==> src/rtl/ldst_pkg.sv <==
package ldst_pkg;
  typedef enum logic [2:0] {
    K_NONE, K_ADR, K_LD, K_LDI, K_LDB, K_ST, K_STI, K_STB
  } kind_t;

  typedef enum logic [2:0] {
    S_IDLE, S_RD1, S_GAP1, S_RD2, S_GAP2, S_WR
  } state_t;

  localparam logic [3:0] OPC_ADR = 4'b1110;
  localparam logic [3:0] OPC_LD  = 4'b0010;
  localparam logic [3:0] OPC_LDI = 4'b1010;
  localparam logic [3:0] OPC_LDB = 4'b0110;
  localparam logic [3:0] OPC_ST  = 4'b0011;
  localparam logic [3:0] OPC_STI = 4'b1011;
  localparam logic [3:0] OPC_STB = 4'b0111;
endpackage

==> src/rtl/ldst_decode.sv <==
module ldst_decode
  import ldst_pkg::*;
(
  input  logic [3:0] opcode,
  output kind_t      kind,
  output logic       use_base
);
  always_comb begin
    case (opcode)
      OPC_ADR: kind = K_ADR;
      OPC_LD:  kind = K_LD;
      OPC_LDI: kind = K_LDI;
      OPC_LDB: kind = K_LDB;
      OPC_ST:  kind = K_ST;
      OPC_STI: kind = K_STI;
      OPC_STB: kind = K_STB;
      default: kind = K_NONE;
    endcase
    use_base = (kind == K_LDB) || (kind == K_STB);
  end
endmodule

==> src/rtl/ldst_ea.sv <==
module ldst_ea #(
  parameter int W      = 16,
  parameter int OFF_PC = 9,
  parameter int OFF_BR = 6
) (
  input  logic [W-1:0]      pc_inc,
  input  logic [W-1:0]      base_val,
  input  logic [OFF_PC-1:0] off_pc,
  input  logic              use_base,
  output logic [W-1:0]      ea
);
  localparam int EXT_PC = W - OFF_PC;
  localparam int EXT_BR = W - OFF_BR;

  logic [W-1:0] sx_pc, sx_br;

  always_comb begin
    sx_pc = {{EXT_PC{off_pc[OFF_PC-1]}}, off_pc};
    sx_br = {{EXT_BR{off_pc[OFF_BR-1]}}, off_pc[OFF_BR-1:0]};
    ea    = use_base ? (base_val + sx_br) : (pc_inc + sx_pc);
  end
endmodule

==> src/rtl/ldst_nzp.sv <==
module ldst_nzp #(
  parameter int W = 16
) (
  input  logic [W-1:0] value,
  output logic [2:0]   cc
);
  always_comb begin
    if (value[W-1])      cc = 3'b100;
    else if (value == '0) cc = 3'b010;
    else                 cc = 3'b001;
  end
endmodule

==> src/rtl/ldst_seq.sv <==
module ldst_seq
  import ldst_pkg::*;
#(
  parameter int W      = 16,
  parameter int REG_AW = 3
) (
  input  logic              clk,
  input  logic              rst,
  input  logic              start,
  input  logic [W-1:0]      instr,
  input  logic [W-1:0]      pc_inc,
  input  logic [W-1:0]      base_val,
  input  logic [W-1:0]      src_val,
  output logic [W-1:0]      mem_addr,
  output logic              mem_rd,
  output logic              mem_wr,
  output logic [W-1:0]      mem_wdata,
  input  logic [W-1:0]      mem_rdata,
  output logic              wb_en,
  output logic [REG_AW-1:0] wb_reg,
  output logic [W-1:0]      wb_data,
  output logic              flag_we,
  output logic [2:0]        nzp,
  output logic              done
);
  localparam int OFF_PC = 9;
  localparam int OP_LSB = W - 4;
  localparam int DR_LSB = OP_LSB - REG_AW;

  kind_t        dec_kind, cur_kind;
  state_t       state;
  logic         use_base;
  logic [W-1:0] ea, load_val, hold_src;
  logic [2:0]   load_cc;

  ldst_decode u_dec (
    .opcode   (instr[W-1:OP_LSB]),
    .kind     (dec_kind),
    .use_base (use_base)
  );

  ldst_ea #(.W(W), .OFF_PC(OFF_PC), .OFF_BR(6)) u_ea (
    .pc_inc   (pc_inc),
    .base_val (base_val),
    .off_pc   (instr[OFF_PC-1:0]),
    .use_base (use_base),
    .ea       (ea)
  );

  assign load_val = (state == S_IDLE) ? ea : mem_rdata;

  ldst_nzp #(.W(W)) u_cc (
    .value (load_val),
    .cc    (load_cc)
  );

  always_ff @(posedge clk) begin
    if (rst) begin
      state     <= S_IDLE;
      cur_kind  <= K_NONE;
      mem_addr  <= '0;
      mem_rd    <= 1'b0;
      mem_wr    <= 1'b0;
      mem_wdata <= '0;
      hold_src  <= '0;
      wb_en     <= 1'b0;
      wb_reg    <= '0;
      wb_data   <= '0;
      flag_we   <= 1'b0;
      nzp       <= 3'b010;
      done      <= 1'b0;
    end else begin
      mem_rd  <= 1'b0;
      mem_wr  <= 1'b0;
      wb_en   <= 1'b0;
      flag_we <= 1'b0;
      done    <= 1'b0;
      case (state)
        S_IDLE: begin
          if (start && dec_kind != K_NONE) begin
            cur_kind <= dec_kind;
            wb_reg   <= instr[DR_LSB +: REG_AW];
            hold_src <= src_val;
            mem_addr <= ea;
            case (dec_kind)
              K_ADR: begin
                wb_en   <= 1'b1;
                wb_data <= load_val;
                flag_we <= 1'b1;
                nzp     <= load_cc;
                done    <= 1'b1;
              end
              K_ST, K_STB: begin
                mem_wr    <= 1'b1;
                mem_wdata <= src_val;
                state     <= S_WR;
              end
              default: begin
                mem_rd <= 1'b1;
                state  <= S_RD1;
              end
            endcase
          end
        end
        S_RD1: state <= S_GAP1;
        S_GAP1: begin
          if (cur_kind == K_LDI) begin
            mem_addr <= mem_rdata;
            mem_rd   <= 1'b1;
            state    <= S_RD2;
          end else if (cur_kind == K_STI) begin
            mem_addr  <= mem_rdata;
            mem_wr    <= 1'b1;
            mem_wdata <= hold_src;
            state     <= S_WR;
          end else begin
            wb_en   <= 1'b1;
            wb_data <= load_val;
            flag_we <= 1'b1;
            nzp     <= load_cc;
            done    <= 1'b1;
            state   <= S_IDLE;
          end
        end
        S_RD2: state <= S_GAP2;
        S_GAP2: begin
          wb_en   <= 1'b1;
          wb_data <= load_val;
          flag_we <= 1'b1;
          nzp     <= load_cc;
          done    <= 1'b1;
          state   <= S_IDLE;
        end
        S_WR: begin
          done  <= 1'b1;
          state <= S_IDLE;
        end
        default: state <= S_IDLE;
      endcase
    end
  end
endmodule

==> config.mk <==
export PLATFORM = sky130hd
export DESIGN_NAME = ldst_seq
export DESIGN_NICKNAME = d
export VERILOG_FILES = /design/src/rtl/ldst_pkg.sv /design/src/rtl/ldst_decode.sv /design/src/rtl/ldst_ea.sv /design/src/rtl/ldst_nzp.sv /design/src/rtl/ldst_seq.sv
export SDC_FILE = /design/constraint.sdc
export NUM_CORES = 1
export LEC_CHECK = 0
export BUFFER_PORTS_ARGS = -buffer_cell sky130_fd_sc_hd__buf_2
export CELL_PAD_IN_SITES_DETAIL_PLACEMENT = 1
export CELL_PAD_IN_SITES_GLOBAL_PLACEMENT = 2
export CORE_AREA = 2 2 133 135
export DETAILED_ROUTE_END_ITERATION = 7
export DIE_AREA = 0 0 135 137
export PLACE_DENSITY_LB_ADDON = 0.1
export SLEW_MARGIN = 15
export SYNTH_ARGS = -nofsm -noshare
export SYNTH_HDL_FRONTEND = slang
export SYNTH_HIERARCHICAL = 1
export SYNTH_SLANG_ARGS = --single-unit
export TNS_END_PERCENT = 20
==> constraint.sdc <==
create_clock -name clk -period 4.6 [get_ports clk]
set_input_delay 0.92 -clock clk [delete_from_list [all_inputs] [get_ports clk]]
set_output_delay 0.92 -clock clk [all_outputs]
set_load 0.05 [all_outputs]
=== After elaboration in Yosys (flattened, before gate mapping) ===
Index checks and enable logic that the tools add are counted.

* Bits in registers: 80
* Output and inout port bits: 59
* Word-level logic and storage cells: 99

* Add/subtract/negate cells: 2
* Eq/ne operators: 26
* Multiplexer cells: 44
* Reduce and logical (&&, ||, !) cells: 15

{| class="wikitable"
|+ Operators with widths
! cell !! count
|-
| $mux W16 || 13
|-
| $pmux W16 S2 || 2
|-
| $pmux W16 S3 || 1
|-
| $add A16 B16 Y16 || 2
|-
| $mux W3 || 8
|-
| $pmux W3 S7 || 1
|-
| $eq A3 B3 Y1 const B || 6
|-
| $logic_not A16 Y1 || 1
|-
| $eq A4 B4 Y1 const B || 3
|-
| $pmux W3 S4 || 1
|-
| $mux W1 || 11
|-
| $reduce_and A5 Y1 || 2
|-
| $eq A3 B2 Y1 const B || 3
|-
| $pmux W3 S3 || 1
|-
| $eq A4 B2 Y1 const B || 2
|-
| $eq A4 B3 Y1 const B || 2
|-
| $ne A2 B2 Y1 const B || 4
|-
| $eq A3 B1 Y1 const B || 2
|-
| $ne A2 B1 Y1 const B || 3
|-
| $pmux W1 S3 || 2
|-
| $pmux W3 S2 || 1
|-
| $reduce_bool A3 Y1 || 2
|-
| $pmux W1 S2 || 2
|-
| $reduce_and A2 Y1 || 2
|-
| other kinds (9) || 10
|}

=== Depth between registers and ports, before layout ===
* Depth after elaboration: 12
* Mapped depth: 13
* Mapped depth without buffers: 13

=== By module ===
Netlist, hierarchy kept.

{| class="wikitable"
|+ By module, submodules not included
! module !! instances !! cells each !! area each (um^2) !! seq. area each (um^2)
|-
| ldst_seq || 1 || 368 || 3657.3 || 1601.5
|-
| ldst_ea || 1 || 218 || 1634.1 || 0.0
|-
| ldst_decode || 1 || 11 || 65.1 || 0.0
|-
| ldst_nzp || 1 || 7 || 50.0 || 0.0
|}

=== Least setup slack after synthesis ===
OpenSTA, ideal clock, no wires.

* Path kind: input -> register
* Start: input port pc_inc[0]
* End: register nzp[0]
* Setup time: 140 ps
* Data arrival time: 3590 ps
* Data required time: 4460 ps
* Setup slack: 870 ps
* Stages on the path: 13
* Path buffers: 0
* Path through: ha_1 fa_1 a21o_1 a311oi_1 nor2_1 a221oi_2 and4bb_2 a2111oi_2 mux2_2 nor4_1 a41oi_1 o21ai_0 a21oi_1

* Word-level cells in the longest chain between the ends: 9

{| class="wikitable"
|+ Ends and longest elaborated chain
! element !! RTL line !! source
|-
| start: declaration || ldst_seq.sv:11 || <nowiki>input logic [W-1:0] pc_inc,</nowiki>
|-
| $add A16 B16 Y16 (*) || ldst_ea.sv:20 || <nowiki>ea = use_base ? (base_val + sx_br) : (pc_inc + sx_pc);</nowiki>
|-
| $mux W16 (*) || ldst_ea.sv:20 ||
|-
| net ea[14] || ldst_seq.sv:33 || <nowiki>logic [W-1:0] ea, load_val, hold_src;</nowiki>
|-
| $mux W16 (*) || ldst_seq.sv:50 || <nowiki>assign load_val = (state == S_IDLE) ? ea : mem_rdata;</nowiki>
|-
| net load_val[14] || ldst_seq.sv:33 ||
|-
| $logic_not A16 Y1 (*) || ldst_nzp.sv:9 || <nowiki>else if (value == '0) cc = 3'b010;</nowiki>
|-
| $mux W2 (*) || ldst_nzp.sv:9 ||
|-
| $mux W3 (*) || ldst_nzp.sv:8 || <nowiki>if (value[W-1]) cc = 3'b100;</nowiki>
|-
| net load_cc[0] || ldst_seq.sv:34 || <nowiki>logic [2:0] load_cc;</nowiki>
|-
| $mux W3 (on tied branches) || ldst_seq.sv:111, ldst_seq.sv:85 ||
|-
| $mux W3 (on tied branches) || ldst_seq.sv:107, ldst_seq.sv:80 ||
|-
| $pmux W3 S3 (*) || ldst_seq.sv:78 || <nowiki>case (state)</nowiki>
|-
| end signal: assignment || ldst_seq.sv:90 || <nowiki>nzp <= load_cc;</nowiki>
|-
| end signal: assignment || ldst_seq.sv:120 || <nowiki>nzp <= load_cc;</nowiki>
|-
| end signal: assignment || ldst_seq.sv:130 || <nowiki>nzp <= load_cc;</nowiki>
|-
| end: declaration || ldst_seq.sv:23 || <nowiki>output logic [2:0] nzp,</nowiki>
|}

Mark *: on every way through the listed nets, which the timed path passes. The rest lies on a longest branch. The select of a mux whose other input is x is not followed.
A chain may end at the register's enable or synchronous reset.

=== Worst setup path after layout ===
Ends and elaborated chain as after synthesis.

==> impl_metrics.env <==
export IMPL_status="completed"
export IMPL_synthFlopType="dfxtp_1"
export IMPL_switchingPower_uw=753.8
export IMPL_vias_per_cell=5.333
export IMPL_gp_congestion=0.8933
export IMPL_cts_tree="done"
export IMPL_worstPathArrival_ns=4.14
export IMPL_worstPathRequired_ns=4.76
export IMPL_muxShareOfSynthArea=0.1486
export IMPL_start_util=0.3170
export IMPL_synth_area_um2=5406
export IMPL_insertedDiodeCount=0
export IMPL_async_flop_share=0
export IMPL_yosys_area_share_simple=0.1794
export IMPL_startpoint_type="primary input"
export IMPL_setup_viol=0
export IMPL_rsz0062_at_grt="no"
export IMPL_crit_path_max_incr_delay_ns=0.42
export IMPL_drive_above_1_share=0.2924
export IMPL_io_pins=142
export IMPL_synth_xor_area_share=0.03564
export IMPL_p_sw_frac=0.3446
export IMPL_seq_power_share=0.353
export IMPL_clockRootBuffer="clkbuf_16"
export IMPL_finalCriticalPeriod_ns=3.981
export IMPL_report_final_slew_viol_count=0
export IMPL_antenna_found_initial=0
export IMPL_synth_adder_area_share=0.07683
export IMPL_drt_initial_drc_count=272
export IMPL_pre_cts_ws_ns=0.3097
export IMPL_critical_path_class="in2reg"
export IMPL_stdcell_area_um2=6511
export IMPL_hold_buffers=0
export IMPL_grt_pass1_vias=4925
export IMPL_hold_violations=0
export IMPL_setup_ws_ns=0.6188
export IMPL_synth_compound_area_frac=0.2099
export IMPL_die_area_um2=18500
export IMPL_clock_sinks=80
export IMPL_drcViolationCount=0
export IMPL_synth_edff_count=0
export IMPL_ys_warn_count=6
export IMPL_die_x_um=135
export IMPL_endpoint_kind="flop"
export IMPL_critPathMaxFanout=4
export IMPL_post_cts_buffers=0
export IMPL_grt_first_pass_wirelength_mm=27.12
export IMPL_cts_buffer_depth=2
export IMPL_max_freq_mhz=251.2
export IMPL_wl_met3_um=802
export IMPL_top_layer="met4"
export IMPL_hold_class="reg2reg"
export IMPL_cp_depth=14
export IMPL_comb_power_share=0.326
export IMPL_post_route_period_util=0.8655
export IMPL_final_cell_mix="141 x buf_2, 80 x dfxtp_1, 60 x mux2i_1, 52 x nor3_1, 50 x nor2_1"
export IMPL_p_int_mw=1.433
export IMPL_slew_limit_headroom=0.2484
export IMPL_maxCapViolations=0
export IMPL_path_cells="buf_2 -> ha_1 -> fa_1 -> a21o_1 -> a311oi_1 -> nor2_1 -> a221oi_2 -> and4bb_2 -> a2111oi_2 -> mux2_2 -> nor4_1 -> a41oi_1 -> o21ai_0 -> a21oi_1"
export IMPL_layout_commonest_cell="buf_2"
export IMPL_ant_nets=0
export IMPL_min_path_cells=2
export IMPL_syn_num_nets=719
export IMPL_postPlaceCellArea_um2=6222
export IMPL_grt_overflow=0
export IMPL_tns_ns=0
export IMPL_routed_wl_mm=17.35
export IMPL_avgSynthCellArea_um2=8.951
export IMPL_instances_no_fill=950
export IMPL_clk_pin_slew_ns=0.05
export IMPL_p_leak_nw=2.721
export IMPL_p_per_area_nw_per_um2=335.9
export IMPL_slowest_stage="a221oi_2"
export IMPL_dp_hpwl_mm=13.39
export IMPL_cp_num_buf_inv=1
export IMPL_drt_met1_wl_mm=8.841
export IMPL_first_pass_iters=4
export IMPL_worst_pin_slew_ns=1.127
export IMPL_cts_resized=0
export IMPL_vdd_ir_drop_worst_mv=0.1965
export IMPL_rows=48
export IMPL_dp_cells=935
export IMPL_grt_max_degree=55
export IMPL_final_util=0.3817
export IMPL_grtUsageTotal=0.1856
export IMPL_detail_route_wl_per_cell_um=18.27
export IMPL_cp_top_family="compound AO/OA/AOI/OAI gates"
export IMPL_htreeDepth=3
export IMPL_portBuffers=141
export IMPL_synth_top_family_by_area="compound AO/OA/AOI/OAI gates"
export IMPL_synth_seq_area_share=0.2962
export IMPL_fin_total_pwr_mw=2.187
export IMPL_core_area_um2=17060
export IMPL_finClkSkew_ns=0.008320
export IMPL_synth_seq_cells=80
export IMPL_nets=836
export IMPL_clk_latency_ns=0.33
export IMPL_synth_cell_types=70
export IMPL_timing_hold_ws_ns=0.4678
export IMPL_postSynthCellCount=604
export IMPL_wl_met2_mm=7.629
export IMPL_die_h_um=137
export IMPL_r2r_cells=7
export IMPL_via_count=5066
export IMPL_clkPwrFrac=0.321
export IMPL_layout_area_overhead_vs_synth_pct=20.44
export IMPL_numCtsBuffers=9
==> final cells by class <==
type / instances / area, um2
inverters: 7 / 26.28
repair buffers: 152 / 788.3
multi-input cells: 471 / 3525
well taps: 225 / 281.5
fillers: 2061 / 10550
flip-flops and latches: 80 / 1602
clock buffers: 12 / 246.5
clock inverters: 3 / 42.54
==> routing by layer <==
metal,global-route usage,vias up
met4,0.02951,0
met2,0.2837,118
met1,0.2760,2447
li1,-,2494
met3,0.03296,7
met5,0,-
==> worst register-to-register path, stage by stage, from the launching register on <==
cell     delay, ns
dfxtp_1       0.47
nor3_2        0.41
buf_4         0.36
mux2_2        0.41
nor4_1        0.41
a41oi_1       0.18
o21ai_0       0.11
a21oi_1       0.09
==> synthesized netlist by cell type, types with 7 or more instances <==
library cell  instances  area share
a21oi_1              42       0.039
ha_1                 30       0.069
xnor2_1              11       0.018
o21ai_0              19       0.018
a211oi_1             30       0.042
dfxtp_1              80        0.30
nand3_1              12       0.011
nand2_1              13      0.0090
nand4_1               8      0.0093
nor2_1               51       0.035
clkbuf_1             18       0.012
o21bai_1              7      0.0097
inv_1                 7      0.0049
buf_2                11       0.010
nor3_1               52       0.048
xor2_1               11       0.018
a21o_1               12       0.017
mux2i_1              60        0.11
mux2_2               18       0.037
a211oi_2             12       0.028
buf_4                 7      0.0097
==> cells by family (layout without fill, tap and decap cells) <==
kind of cell	count (synthesis)	in the layout
xor gates and xnor gates	22	22
adders and majority gates	32	32
muxes	78	78
buffers and inverters	53	174
and+or+nand+nor	183	183
DFF	80	80
AOI/OAI and AO/OA	156	156
==> power by group through the flow <==
stage | Combinational [mW] | Sequential, mW | Clock (mW)
after floorplan | 0.400 | 0.901 | 0
after global placement | 0.700 | 0.786 | 0
after detailed placement | 0.712 | 0.787 | 0
after CTS | 0.716 | 0.773 | 0.725
after global routing | 0.774 | 0.778 | 0.751
final | 0.712 | 0.773 | 0.703
==> worst paths after layout <==
| kind | slack (ns) | endpoint | from |
|---|---|---|---|
| hold reg to reg | 0.47 | nzp[2] | nzp[2] |
| setup / recovery | 0.62 | nzp[0] | pc_inc[0] |
| hold / removal | 0.47 | nzp[2] | nzp[2] |
| setup reg to reg | 1.98 | nzp[0] | state[2] |
No activity file was read; power rests on OpenSTA's default activity.
